$ cat src/rtl/memhp_pkg.sv
package memhp_pkg;
  localparam int GPE_PCI_BIT = 1;
  localparam int GPE_MEM_BIT = 3;
  localparam logic [7:0] SCI_MASK = 8'h0A;

  typedef enum logic [2:0] {
    SEL_NONE,
    SEL_MAP,
    SEL_EJECT,
    SEL_STS,
    SEL_EN
  } sel_e;
endpackage

$ cat src/rtl/memhp_decode.sv
module memhp_decode
  import memhp_pkg::*;
#(
  parameter int          MAP_BYTES  = 32,
  parameter logic [15:0] MAP_BASE   = 16'hAF80,
  parameter logic [15:0] EJECT_ADDR = 16'hAFA0,
  parameter logic [15:0] STS_ADDR   = 16'hAFE0,
  parameter logic [15:0] EN_ADDR    = 16'hAFE1,
  localparam int         IDX_W      = (MAP_BYTES > 1) ? $clog2(MAP_BYTES) : 1
) (
  input  logic [15:0]      addr,
  output sel_e             sel,
  output logic [IDX_W-1:0] byte_idx
);
  logic [15:0] off;

  always_comb begin
    off      = addr - MAP_BASE;
    byte_idx = off[IDX_W-1:0];
    if (off < 16'(MAP_BYTES))  sel = SEL_MAP;
    else if (addr == EJECT_ADDR) sel = SEL_EJECT;
    else if (addr == STS_ADDR)   sel = SEL_STS;
    else if (addr == EN_ADDR)    sel = SEL_EN;
    else                         sel = SEL_NONE;
  end
endmodule

$ cat src/rtl/memhp_bitmap.sv
module memhp_bitmap #(
  parameter int SLOTS  = 256,
  localparam int BYTES  = SLOTS / 8,
  localparam int SLOT_W = $clog2(SLOTS),
  localparam int IDX_W  = (BYTES > 1) ? $clog2(BYTES) : 1
) (
  input  logic              clk,
  input  logic              rst,
  input  logic              set_valid,
  input  logic [SLOT_W-1:0] set_slot,
  input  logic              clr_valid,
  input  logic [SLOT_W-1:0] clr_slot,
  input  logic [IDX_W-1:0]  rd_idx,
  output logic [7:0]        rd_byte,
  output logic [SLOTS-1:0]  pend_flat
);
  logic [BYTES-1:0][7:0] bytes_q;

  for (genvar g = 0; g < BYTES; g++) begin : g_byte
    localparam logic [SLOT_W-4:0] GIDX = (SLOT_W-3)'(g);
    logic [7:0] set_m;
    logic [7:0] clr_m;
    logic [7:0] q;

    always_comb begin
      set_m = (set_valid && set_slot[SLOT_W-1:3] == GIDX) ? (8'b1 << set_slot[2:0]) : 8'h00;
      clr_m = (clr_valid && clr_slot[SLOT_W-1:3] == GIDX) ? (8'b1 << clr_slot[2:0]) : 8'h00;
    end

    // set has priority over clear so that a fresh event is never lost
    always_ff @(posedge clk) begin
      if (rst) q <= 8'h00;
      else     q <= (q & ~clr_m) | set_m;
    end

    assign bytes_q[g] = q;
  end

  assign rd_byte   = bytes_q[rd_idx];
  assign pend_flat = bytes_q;
endmodule

$ cat src/rtl/memhp_gpe.sv
module memhp_gpe
  import memhp_pkg::*;
(
  input  logic       clk,
  input  logic       rst,
  input  logic       mem_evt,
  input  logic       pci_evt,
  input  logic       sts_wr,
  input  logic       en_wr,
  input  logic [7:0] wdata,
  input  logic       pm_sci_in,
  output logic [7:0] sts,
  output logic [7:0] en,
  output logic       sci
);
  logic [7:0] set_m;
  logic [7:0] clr_m;

  always_comb begin
    set_m              = 8'h00;
    set_m[GPE_MEM_BIT] = mem_evt;
    set_m[GPE_PCI_BIT] = pci_evt;
    clr_m              = sts_wr ? wdata : 8'h00;
  end

  always_ff @(posedge clk) begin
    if (rst) begin
      sts <= 8'h00;
      en  <= 8'h00;
      sci <= 1'b0;
    end else begin
      sts <= (sts & ~clr_m) | set_m;
      if (en_wr) en <= wdata;
      sci <= pm_sci_in | (|(sts & en & SCI_MASK));
    end
  end
endmodule

$ cat src/rtl/memhp_ctrl.sv
module memhp_ctrl
  import memhp_pkg::*;
#(
  parameter int          SLOTS      = 256,
  parameter logic [15:0] MAP_BASE   = 16'hAF80,
  parameter logic [15:0] EJECT_ADDR = 16'hAFA0,
  parameter logic [15:0] STS_ADDR   = 16'hAFE0,
  parameter logic [15:0] EN_ADDR    = 16'hAFE1,
  localparam int         SLOT_W     = $clog2(SLOTS),
  localparam int         MAP_BYTES  = SLOTS / 8,
  localparam int         IDX_W      = (MAP_BYTES > 1) ? $clog2(MAP_BYTES) : 1
) (
  input  logic              clk,
  input  logic              rst,
  input  logic [15:0]       io_addr,
  input  logic              io_rd,
  input  logic              io_wr,
  input  logic [7:0]        io_wdata,
  output logic [7:0]        io_rdata,
  input  logic              hp_add_valid,
  input  logic [SLOT_W-1:0] hp_add_slot,
  input  logic              pci_hp_evt,
  input  logic              pm_sci_in,
  output logic              eject_valid,
  output logic [SLOT_W-1:0] eject_slot,
  output logic              sci
);
  sel_e             sel;
  logic [IDX_W-1:0] byte_idx;
  logic [7:0]       map_byte;
  logic [SLOTS-1:0] pend_flat;
  logic [7:0]       gpe_sts;
  logic [7:0]       gpe_en;
  logic             ej_hit;

  assign ej_hit = io_wr && (sel == SEL_EJECT);

  memhp_decode #(
    .MAP_BYTES(MAP_BYTES), .MAP_BASE(MAP_BASE), .EJECT_ADDR(EJECT_ADDR),
    .STS_ADDR(STS_ADDR), .EN_ADDR(EN_ADDR)
  ) u_dec (
    .addr(io_addr), .sel(sel), .byte_idx(byte_idx)
  );

  memhp_bitmap #(.SLOTS(SLOTS)) u_map (
    .clk(clk), .rst(rst),
    .set_valid(hp_add_valid), .set_slot(hp_add_slot),
    .clr_valid(ej_hit), .clr_slot(io_wdata[SLOT_W-1:0]),
    .rd_idx(byte_idx), .rd_byte(map_byte), .pend_flat(pend_flat)
  );

  memhp_gpe u_gpe (
    .clk(clk), .rst(rst),
    .mem_evt(hp_add_valid), .pci_evt(pci_hp_evt),
    .sts_wr(io_wr && sel == SEL_STS), .en_wr(io_wr && sel == SEL_EN),
    .wdata(io_wdata), .pm_sci_in(pm_sci_in),
    .sts(gpe_sts), .en(gpe_en), .sci(sci)
  );

  always_ff @(posedge clk) begin
    if (rst) begin
      io_rdata    <= 8'h00;
      eject_valid <= 1'b0;
      eject_slot  <= '0;
    end else begin
      if (io_rd) begin
        case (sel)
          SEL_MAP: io_rdata <= map_byte;
          SEL_STS: io_rdata <= gpe_sts;
          SEL_EN:  io_rdata <= gpe_en;
          default: io_rdata <= 8'h00;
        endcase
      end
      eject_valid <= ej_hit;
      if (ej_hit) eject_slot <= io_wdata[SLOT_W-1:0];
    end
  end
endmodule

$ cat config.mk
export PLATFORM = sky130hd
export DESIGN_NAME = memhp_ctrl
export DESIGN_NICKNAME = d
export VERILOG_FILES = /design/src/rtl/memhp_pkg.sv /design/src/rtl/memhp_decode.sv /design/src/rtl/memhp_bitmap.sv /design/src/rtl/memhp_gpe.sv /design/src/rtl/memhp_ctrl.sv
export SDC_FILE = /design/constraint.sdc
export NUM_CORES = 1
export LEC_CHECK = 0
export ABC_AREA = 1
export BUFFER_PORTS_ARGS = -buffer_cell sky130_fd_sc_hd__buf_2
export CAP_MARGIN = 0
export CORE_MARGIN = 3
export CORE_UTILIZATION = 63
export CTS_CLUSTER_SIZE = 30
export DETAILED_ROUTE_END_ITERATION = 12
export GPL_TIMING_DRIVEN = 0
export PLACE_DENSITY = 0.81
export REMOVE_ABC_BUFFERS = 1
export SKIP_CTS_REPAIR_TIMING = 1
export SYNTH_ARGS = -nofsm -noshare
export SYNTH_HDL_FRONTEND = slang
export SYNTH_SLANG_ARGS = --single-unit
export TNS_END_PERCENT = 5
$ cat constraint.sdc
create_clock -name clk -period 2.1 [get_ports clk]
set_clock_uncertainty 0.1 [all_clocks]
set_input_delay 0.21 -clock clk [delete_from_list [all_inputs] [get_ports clk]]
set_output_delay 0.21 -clock clk [all_outputs]
set_load 0.02 [all_outputs]
==> results of run 1 <==
[logic make-up after synthesis]
kind of cell	share of synthesized area, %
fa+ha+maj	0.0818
flops	38.0
compound gates	11.2
xor+xnor	0.0573
buf+inv	9.56
simple gates	41.1
[path summary, 6_finish.rpt]
check,start,to
setup / recovery,io_addr[1],u_map.g_byte[5].q[6]
hold / removal,rst,u_map.g_byte[27].q[3]
setup reg to reg,u_map.g_byte[18].q[2],io_rdata[2]
hold reg to reg,u_gpe.sts[6],u_gpe.sts[6]
[power groups by stage]
stage          combinational (mW)  clock (mW)  sequential (mW)
2_1_floorplan               0.463           0             5.64
3_3_place_gp                0.974           0             5.64
3_5_place_dp                 1.08           0             5.65
4_1_cts                      1.09        5.25             5.52
5_1_grt                      1.26        5.50             5.52
6_report                     1.21        5.27             5.52
[layout make-up]
type	instances	area [sq um]
Timing Repair Buffer	140	1400
Inverter	190	723
Multi-Input combinational cell	1860	8160
Clock buffer	49	933
Tap cell	319	399
Fill cell	1964	6230
Clock inverter	5	28.8
Sequential cell	290	5810
[flip-flops by register name, indices dropped and copies added (netlist names)]
| register | count |
|---|---|
| eject_slot | 8 |
| io_rdata | 8 |
| eject_valid | 1 |
| u_map.g_byte.q | 256 |
| u_gpe.sts | 8 |
| u_gpe.en | 8 |
| u_gpe.sci | 1 |
[placed cells by master (no fill, tap or decap), types with 3 or more instances in the layout]
master                          count
sky130_fd_sc_hd__inv_1            183
sky130_fd_sc_hd__buf_12            10
sky130_fd_sc_hd__nand4_1            4
sky130_fd_sc_hd__dfxtp_1          290
sky130_fd_sc_hd__dlygate4sd3_1     12
sky130_fd_sc_hd__nor3_2            17
sky130_fd_sc_hd__o211ai_1           3
sky130_fd_sc_hd__clkbuf_1           9
sky130_fd_sc_hd__buf_2             52
sky130_fd_sc_hd__buf_6             41
sky130_fd_sc_hd__nor2_1            93
sky130_fd_sc_hd__clkbuf_8           9
sky130_fd_sc_hd__a211oi_1           6
sky130_fd_sc_hd__clkbuf_16         33
sky130_fd_sc_hd__inv_2              3
sky130_fd_sc_hd__buf_16             5
sky130_fd_sc_hd__buf_4             12
sky130_fd_sc_hd__o21ai_0           26
sky130_fd_sc_hd__clkinv_2           5
sky130_fd_sc_hd__buf_8              5
sky130_fd_sc_hd__nor2_4             4
sky130_fd_sc_hd__a21oi_1          297
sky130_fd_sc_hd__nand2_1          999
sky130_fd_sc_hd__nand3_1          395
[per-layer routing]
metal  vias to the layer above  part of all wire [%]  track usage (%)
li1                       8007                     -                -
met1                      7985                    37             54.3
met2                      1387                    42             57.7
met3                       270                    14             7.86
met4                         0                   6.0             18.9
met5                         -                     0                0
==> metrics.md, run 1 <==
| Metric | Value |
|---|---|
| Worst Reg2Reg Path Length in Cells | 12 |
| Diodes inserted | 0 |
| Number of synthesized flops with an enable pin | 0 |
| Average detailed-routed wire length per instance | 19.4 um |
| Clock edge transition at the registers on the reported setup and hold paths | 0.06 ns |
| Nature of the critical path endpoint | flop |
| Total Nets Final | roughly 2600 |
| Share of total power in the clock network | 43.9% |
| Setup TNS | -0.136 ns |
| Endpoint arrival time on the critical path | 2.44 ns |
| Die width | about 160 um |
| Top fanout value on the critical path | 67 |
| Worst hold slack | -0.146 ns |
| Maximum number of pins on one net before global-route repair | between 100 and 150 |
| Root Buffer Master | sky130_fd_sc_hd__clkbuf_16 |
| Failing checks | hold timing, setup timing |
| Share of the clock period used by the worst path after layout | 101% |
| Remaining design rule violation count | 0 |
| Per-instance average area after synthesis | between 6 and 7 sq um |
| Initial Utilization | roughly 65% |
| Ys async rst share | 0% |
| Post-synthesis sequential element count | 290 |
| HPWL reported at the end of detailed placement | 34900 um |
| Synth top area cells | sky130_fd_sc_hd__dfxtp_1 38%, sky130_fd_sc_hd__nand2_1 25%, sky130_fd_sc_hd__nand3_1 13% |
| FMAX | 470 MHz |
| Share of layout cells above drive strength 1 | 8.21% |
| # setup viols final | 13 |
| Cell with the most instances after synthesis | sky130_fd_sc_hd__nand2_1 |
| Area of the die | 26200 sq um |
| Top-area cell type share of the netlist area | 38.0% |
| Synthesized cell area | ~15000 sq um |
| Setup WS pre-CTS | -1.41 ns |
| Detailed Routing Iterations Pass 1 | 6 |
| Number of stages on the worst setup path | 12 |
| Final non-filler cell area | ~17000 sq um |
| Power consumption | 12.0 mW |
| Distinct cells, synth | 33 |
| Cell Count, Final, Fillers Out | 2853 |
| GR Overflow Total | 0 |
| Vias in the first global route | 15300 |
| Min-Delay Path Depth | 2 |
| P_int | 8.84 mW |
| Deepest clock path buffer count | 3 |
| Most used standard cells in the synthesized netlist | 1000 x sky130_fd_sc_hd__nand2_1, 395 x sky130_fd_sc_hd__nand3_1, 297 x sky130_fd_sc_hd__a21oi_1, 290 x sky130_fd_sc_hd__dfxtp_1, 183 x sky130_fd_sc_hd__inv_1 |
| Routed wire length | 55300 um |
| Cell Rows | 56 |
| Clock tree from TritonCTS | built |
| Core Area | 23700 sq um |
| Maximum VDD drop | ~0.00069 V |
| Library cell appearing most often on the critical path | sky130_fd_sc_hd__buf_12 |
| Cell area reported after detailed placement | 16100 sq um |
| Post-layout min period | 2.13 ns |
| CP peak stage delay | 0.40 ns |
| Switching share of power | between 20% and 30% |
| Cts bufs inserted | 31 |
| Post-DRT Antenna Nets | 0 |
| Result of the run | finished, violations left |
| Class of the tightest hold or removal check | input port to flop |
| Global Route Usage Sum | between 30% and 40% |
| Number of endpoints with negative hold slack in the final report | 33 |
| Slew @ Worst Pin | 1.13 ns |
| Y dimension of the die | 162 um |
| Syn. warnings | 0 |
| Global-route wire length before repair | 83000 um |
| Share of power burned in registers | 46.0% |
| Sequential share of the synthesized area | between 30% and 40% |
| Utilization of the core after routing | about three quarters |
| Static leakage | 6.08 nW |
| Worst rel slew slack | 23.9% |
| Number of maximum-capacitance constraint violations | 0 |
| Area leader, netlist | sky130_fd_sc_hd__dfxtp_1 |
| Port Buffers | 56 |
| Number of top-level design ports | 57 |
| Cell Pwr Density | 688 nW/um^2 |
| Top delay family on crit path | buffers and inverters |
| Worst path required time | roughly 2.4 ns |
| Clk sinks | 290 |
| Setup repair after global routing missed its margin | true |
| Global placement routability congestion | 0.917 |
| Master of the slowest instance on the critical path | sky130_fd_sc_hd__nor2_4 |
| Most used flip-flop cell after synthesis | sky130_fd_sc_hd__dfxtp_1 |
| Series of cell instances along the critical path | buf_8 -> nor2_4 -> nand2_2 -> nor4_4 -> buf_4 -> buf_12 -> buf_12 -> buf_12 -> buf_12 -> nand3_1 -> nand2_1 -> a21oi_1 |
| Startpoint-to-endpoint class of the critical path | input port to flop |
| Crit path launch type | input port |
| Via/cell ratio | slightly above 6 |
| Total instance count after detailed placement | 2774 |
| Vias | 17600 |
| R2R Setup Slk | between 0.4 and 0.5 ns |
| Max Slew Vio Count | 0 |
| Area growth, synth to finish | 14.1% |
| Share of total power in combinational logic | between 10 and 15% |
| Power spent charging and discharging nets | 3.16 mW |
| Number of antenna violations at the first check in global routing | 0 |
| CTS H-tree depth | 1 |
| Number of cells produced by synthesis | between 2000 and 3000 |
| Clock network latency to the later pin of the worst-skew pair | 0.57 ns |
| Minimum setup slack in the final design | -0.0286 ns |
| Total buffers and inverters traversed by the critical path | 6 |
| Initial DRC count | 2861 |
No activity file was read; power rests on OpenSTA's default activity.
==> run 2: changes to the inputs <==
- RECOVER_POWER: not set -> 100
==> run 2 against run 1 <==
- the run still ends with hold timing, setup timing left
- sequential cell count stayed put
- sequential power hardly changed
- clock power hardly changed
- critical path type unchanged
- largest cell class unchanged
==> metrics.md, run 2 (synthesis gave the netlist of run 1 again) <==
| Metric | Value |
|---|---|
| Result of the run | finished, violations left (unchanged) |
| Failing checks | hold timing, setup timing (unchanged) |
| Biggest register | u_map.g_byte.q (unchanged) |
| Detailed Routing Iterations Pass 1 | 6 (unchanged) |
| Flip-flop count of the largest register, all copies and words added | 256 (unchanged) |
| Power spent charging and discharging nets | 3.16 mW (about the same) |
| Initial Utilization | 64.6% (unchanged) |
| CP endpoint | u_map.g_byte[5].q[6] (unchanged) |
| Series of cell instances along the critical path | buf_8 -> nor2_4 -> nand2_2 -> nor4_4 -> buf_4 -> buf_12 -> buf_12 -> buf_12 -> buf_12 -> nand3_1 -> nand2_1 -> a21oi_1 (unchanged) |
| Utilization of the core after routing | 73.6% (was 73.7%) |
| P_int | 8.84 mW (about the same) |
| CP peak stage delay | 0.40 ns (about the same) |
| Clk sinks | 290 (unchanged) |
| Top delay family on crit path | buffers and inverters (unchanged) |
| Maximum number of pins on one net before global-route repair | 149 (unchanged) |
| Y dimension of the die | 162 um (unchanged) |
| Slew @ Worst Pin | 1.07 ns (was 1.13 ns) |
| Setup TNS | -0.321 ns (was -0.136 ns) |
| Total buffers and inverters traversed by the critical path | 6 (unchanged) |
| GR Overflow Total | 0 (unchanged) |
| Static leakage | 6.00 nW (was 6.08 nW) |
| Critical path launch point | io_addr[1] (unchanged) |
| Vias in the first global route | 15300 (unchanged) |
| Deepest clock path buffer count | 3 (unchanged) |
| Number of antenna violations at the first check in global routing | 0 (unchanged) |
| Number of maximum-capacitance constraint violations | 0 (unchanged) |
| Startpoint-to-endpoint class of the critical path | input port to flop (unchanged) |
| Via/cell ratio | 6.18 (was 6.19) |
| Most frequent standard cell in the layout excluding fill and tap cells | sky130_fd_sc_hd__nand2_1 (unchanged) |
| Initial DRC count | 2904 (was 2861) |
| Routed wire length | 55300 um (about the same) |
| Worst Reg2Reg Path Length in Cells | 12 (unchanged) |
| Worst reg2reg path startpoint | u_map.g_byte[25].q[2] (was u_map.g_byte[18].q[2]) |
| R2R Setup Slk | 0.46 ns (was 0.45 ns) |
| Crit path launch type | input port (unchanged) |
| Total Nets Final | 2553 (unchanged) |
| Minimum setup slack in the final design | -0.0359 ns (was -0.0286 ns) |
| Clock tree from TritonCTS | built (unchanged) |
| Remaining design rule violation count | 0 (unchanged) |
| Share of total power in the clock network | 43.9% (about the same) |
| Worst path required time | 2.41 ns (was 2.42 ns) |
| Total instance count after detailed placement | 2774 (unchanged) |
| Leading cell types in the layout, fill and taps excluded | 999 x sky130_fd_sc_hd__nand2_1, 395 x sky130_fd_sc_hd__nand3_1, 297 x sky130_fd_sc_hd__a21oi_1, 290 x sky130_fd_sc_hd__dfxtp_1, 183 x sky130_fd_sc_hd__inv_1 (unchanged) |
| Class of the tightest hold or removal check | input port to flop (unchanged) |
| CTS H-tree depth | 1 (unchanged) |
| Maximum VDD drop | 0.000695 V (was 0.000691 V) |
| Cts bufs inserted | 31 (unchanged) |
| Global Route Usage Sum | 38.9% (unchanged) |
| Root Buffer Master | sky130_fd_sc_hd__clkbuf_16 (unchanged) |
| Max Slew Vio Count | 0 (unchanged) |
| HPWL reported at the end of detailed placement | 34900 um (unchanged) |
| # setup viols final | 23 (was 13) |
| Setup WS pre-CTS | -1.41 ns (unchanged) |
| Nature of the critical path endpoint | flop (unchanged) |
| Worst reg2reg endpoint | io_rdata[2] (unchanged) |
| Clock network latency to the later pin of the worst-skew pair | 0.57 ns (about the same) |
| Number of endpoints with negative hold slack in the final report | 33 (unchanged) |
| Port Buffers | 56 (unchanged) |
| Share of layout cells above drive strength 1 | 7.50% (was 8.21%) |
| Area of the die | 26200 sq um (unchanged) |
| Clock edge transition at the registers on the reported setup and hold paths | 0.06 ns (about the same) |
| Top fanout value on the critical path | 67 (unchanged) |
| Share of the clock period used by the worst path after layout | 102% (was 101%) |
| Cell Rows | 56 (unchanged) |
| Die width | 162 um (unchanged) |
| Switching share of power | 26.3% (was 26.4%) |
| Number of stages on the worst setup path | 12 (unchanged) |
| FMAX | 468 MHz (was 470 MHz) |
| Cell Pwr Density | 688 nW/um^2 (about the same) |
| Core Area | 23700 sq um (unchanged) |
| Worst rel slew slack | 28.0% (was 23.9%) |
| Master of the slowest instance on the critical path | sky130_fd_sc_hd__nor2_4 (unchanged) |
| Share of power burned in registers | 46.0% (about the same) |
| Vias | 17600 (about the same) |
| Worst hold slack | -0.141 ns (was -0.146 ns) |
| Average detailed-routed wire length per instance | 19.4 um (about the same) |
| Cell Count, Final, Fillers Out | 2853 (unchanged) |
| Global-route wire length before repair | 83000 um (unchanged) |
| Area growth, synth to finish | 13.9% (was 14.1%) |
| Post-layout min period | 2.14 ns (was 2.13 ns) |
| Post-DRT Antenna Nets | 0 (unchanged) |
| Global placement routability congestion | 0.917 (unchanged) |
| Setup repair after global routing missed its margin | true (unchanged) |
| Endpoint arrival time on the critical path | 2.45 ns (was 2.44 ns) |
| Number of top-level design ports | 57 (unchanged) |
| Diodes inserted | 0 (unchanged) |
| Library cell appearing most often on the critical path | sky130_fd_sc_hd__buf_12 (unchanged) |
| Share of total power in combinational logic | 10.1% (about the same) |
## run 2: how the worst min path moves through the flow
stage / startpoint / to / slack, ns / cells past startpoint
final: rst / u_map.g_byte[27].q[3] / -0.14 / 2
after global routing: rst / u_map.g_byte[26].q[7] / -0.12 / 2
after CTS: pm_sci_in / u_gpe.sci / -0.23 / 3
after detailed placement: u_gpe.sts[6] / u_gpe.sts[6] / 0.33 / 2
after global placement: u_gpe.sts[7] / u_gpe.sts[7] / 0.33 / 2
after floorplan: rst / eject_slot[0] / 0.18 / 1
## run 2: power by group through the flow
stage | logic [mW] | clock network [mW] | registers (mW)
after floorplan | 0.463 | 0 | 5.64
after global placement | 0.974 | 0 | 5.64
after detailed placement | 1.08 | 0 | 5.65
after CTS | 1.09 | 5.25 | 5.52
after global routing | 1.26 | 5.50 | 5.52
final | 1.21 | 5.26 | 5.52
## run 2: metrics by stage
stage / power, mW / area [sq um] / hold WS (ns)
floorplan: 6.11 / 14500 / 0.179
global placement: 6.62 / 15200 / 0.330
detailed placement: 6.72 / 16100 / 0.329
CTS: 11.9 / 17100 / -0.232
global route: 12.3 / 17400 / -0.124
finish: 12.0 / 17400 / -0.141
## run 2: per-layer routing
layer | up-vias | global-route usage [%] | part of all wire [%]
li1 | 8003 | - | -
met1 | 8001 | 54.3 | 37
met2 | 1382 | 57.7 | 43
met3 | 250 | 7.86 | 14
met4 | 0 | 18.9 | 5.7
met5 | - | 0 | 0
## run 2: area by class of cell
| cell class | count | area [sq um] |
|---|---|---|
| multi-input combinational | 1860 | 8160 |
| fill | 1973 | 6260 |
| sequential | 290 | 5810 |
| timing repair buffer | 140 | 1380 |
| clock buffer | 49 | 933 |
| inverter | 190 | 723 |
| tap | 319 | 399 |
| clock inverter | 5 | 28.8 |
## run 2: worst register-to-register path, delay by kind of cell (launching register included)
kind / cells / cell delay, ns
AO/OA/AOI/OAI: 1 / 0.14
AND/OR/NAND/NOR: 10 / 0.96
flip-flops: 1 / 0.33
buffers and inverters: 1 / 0.05
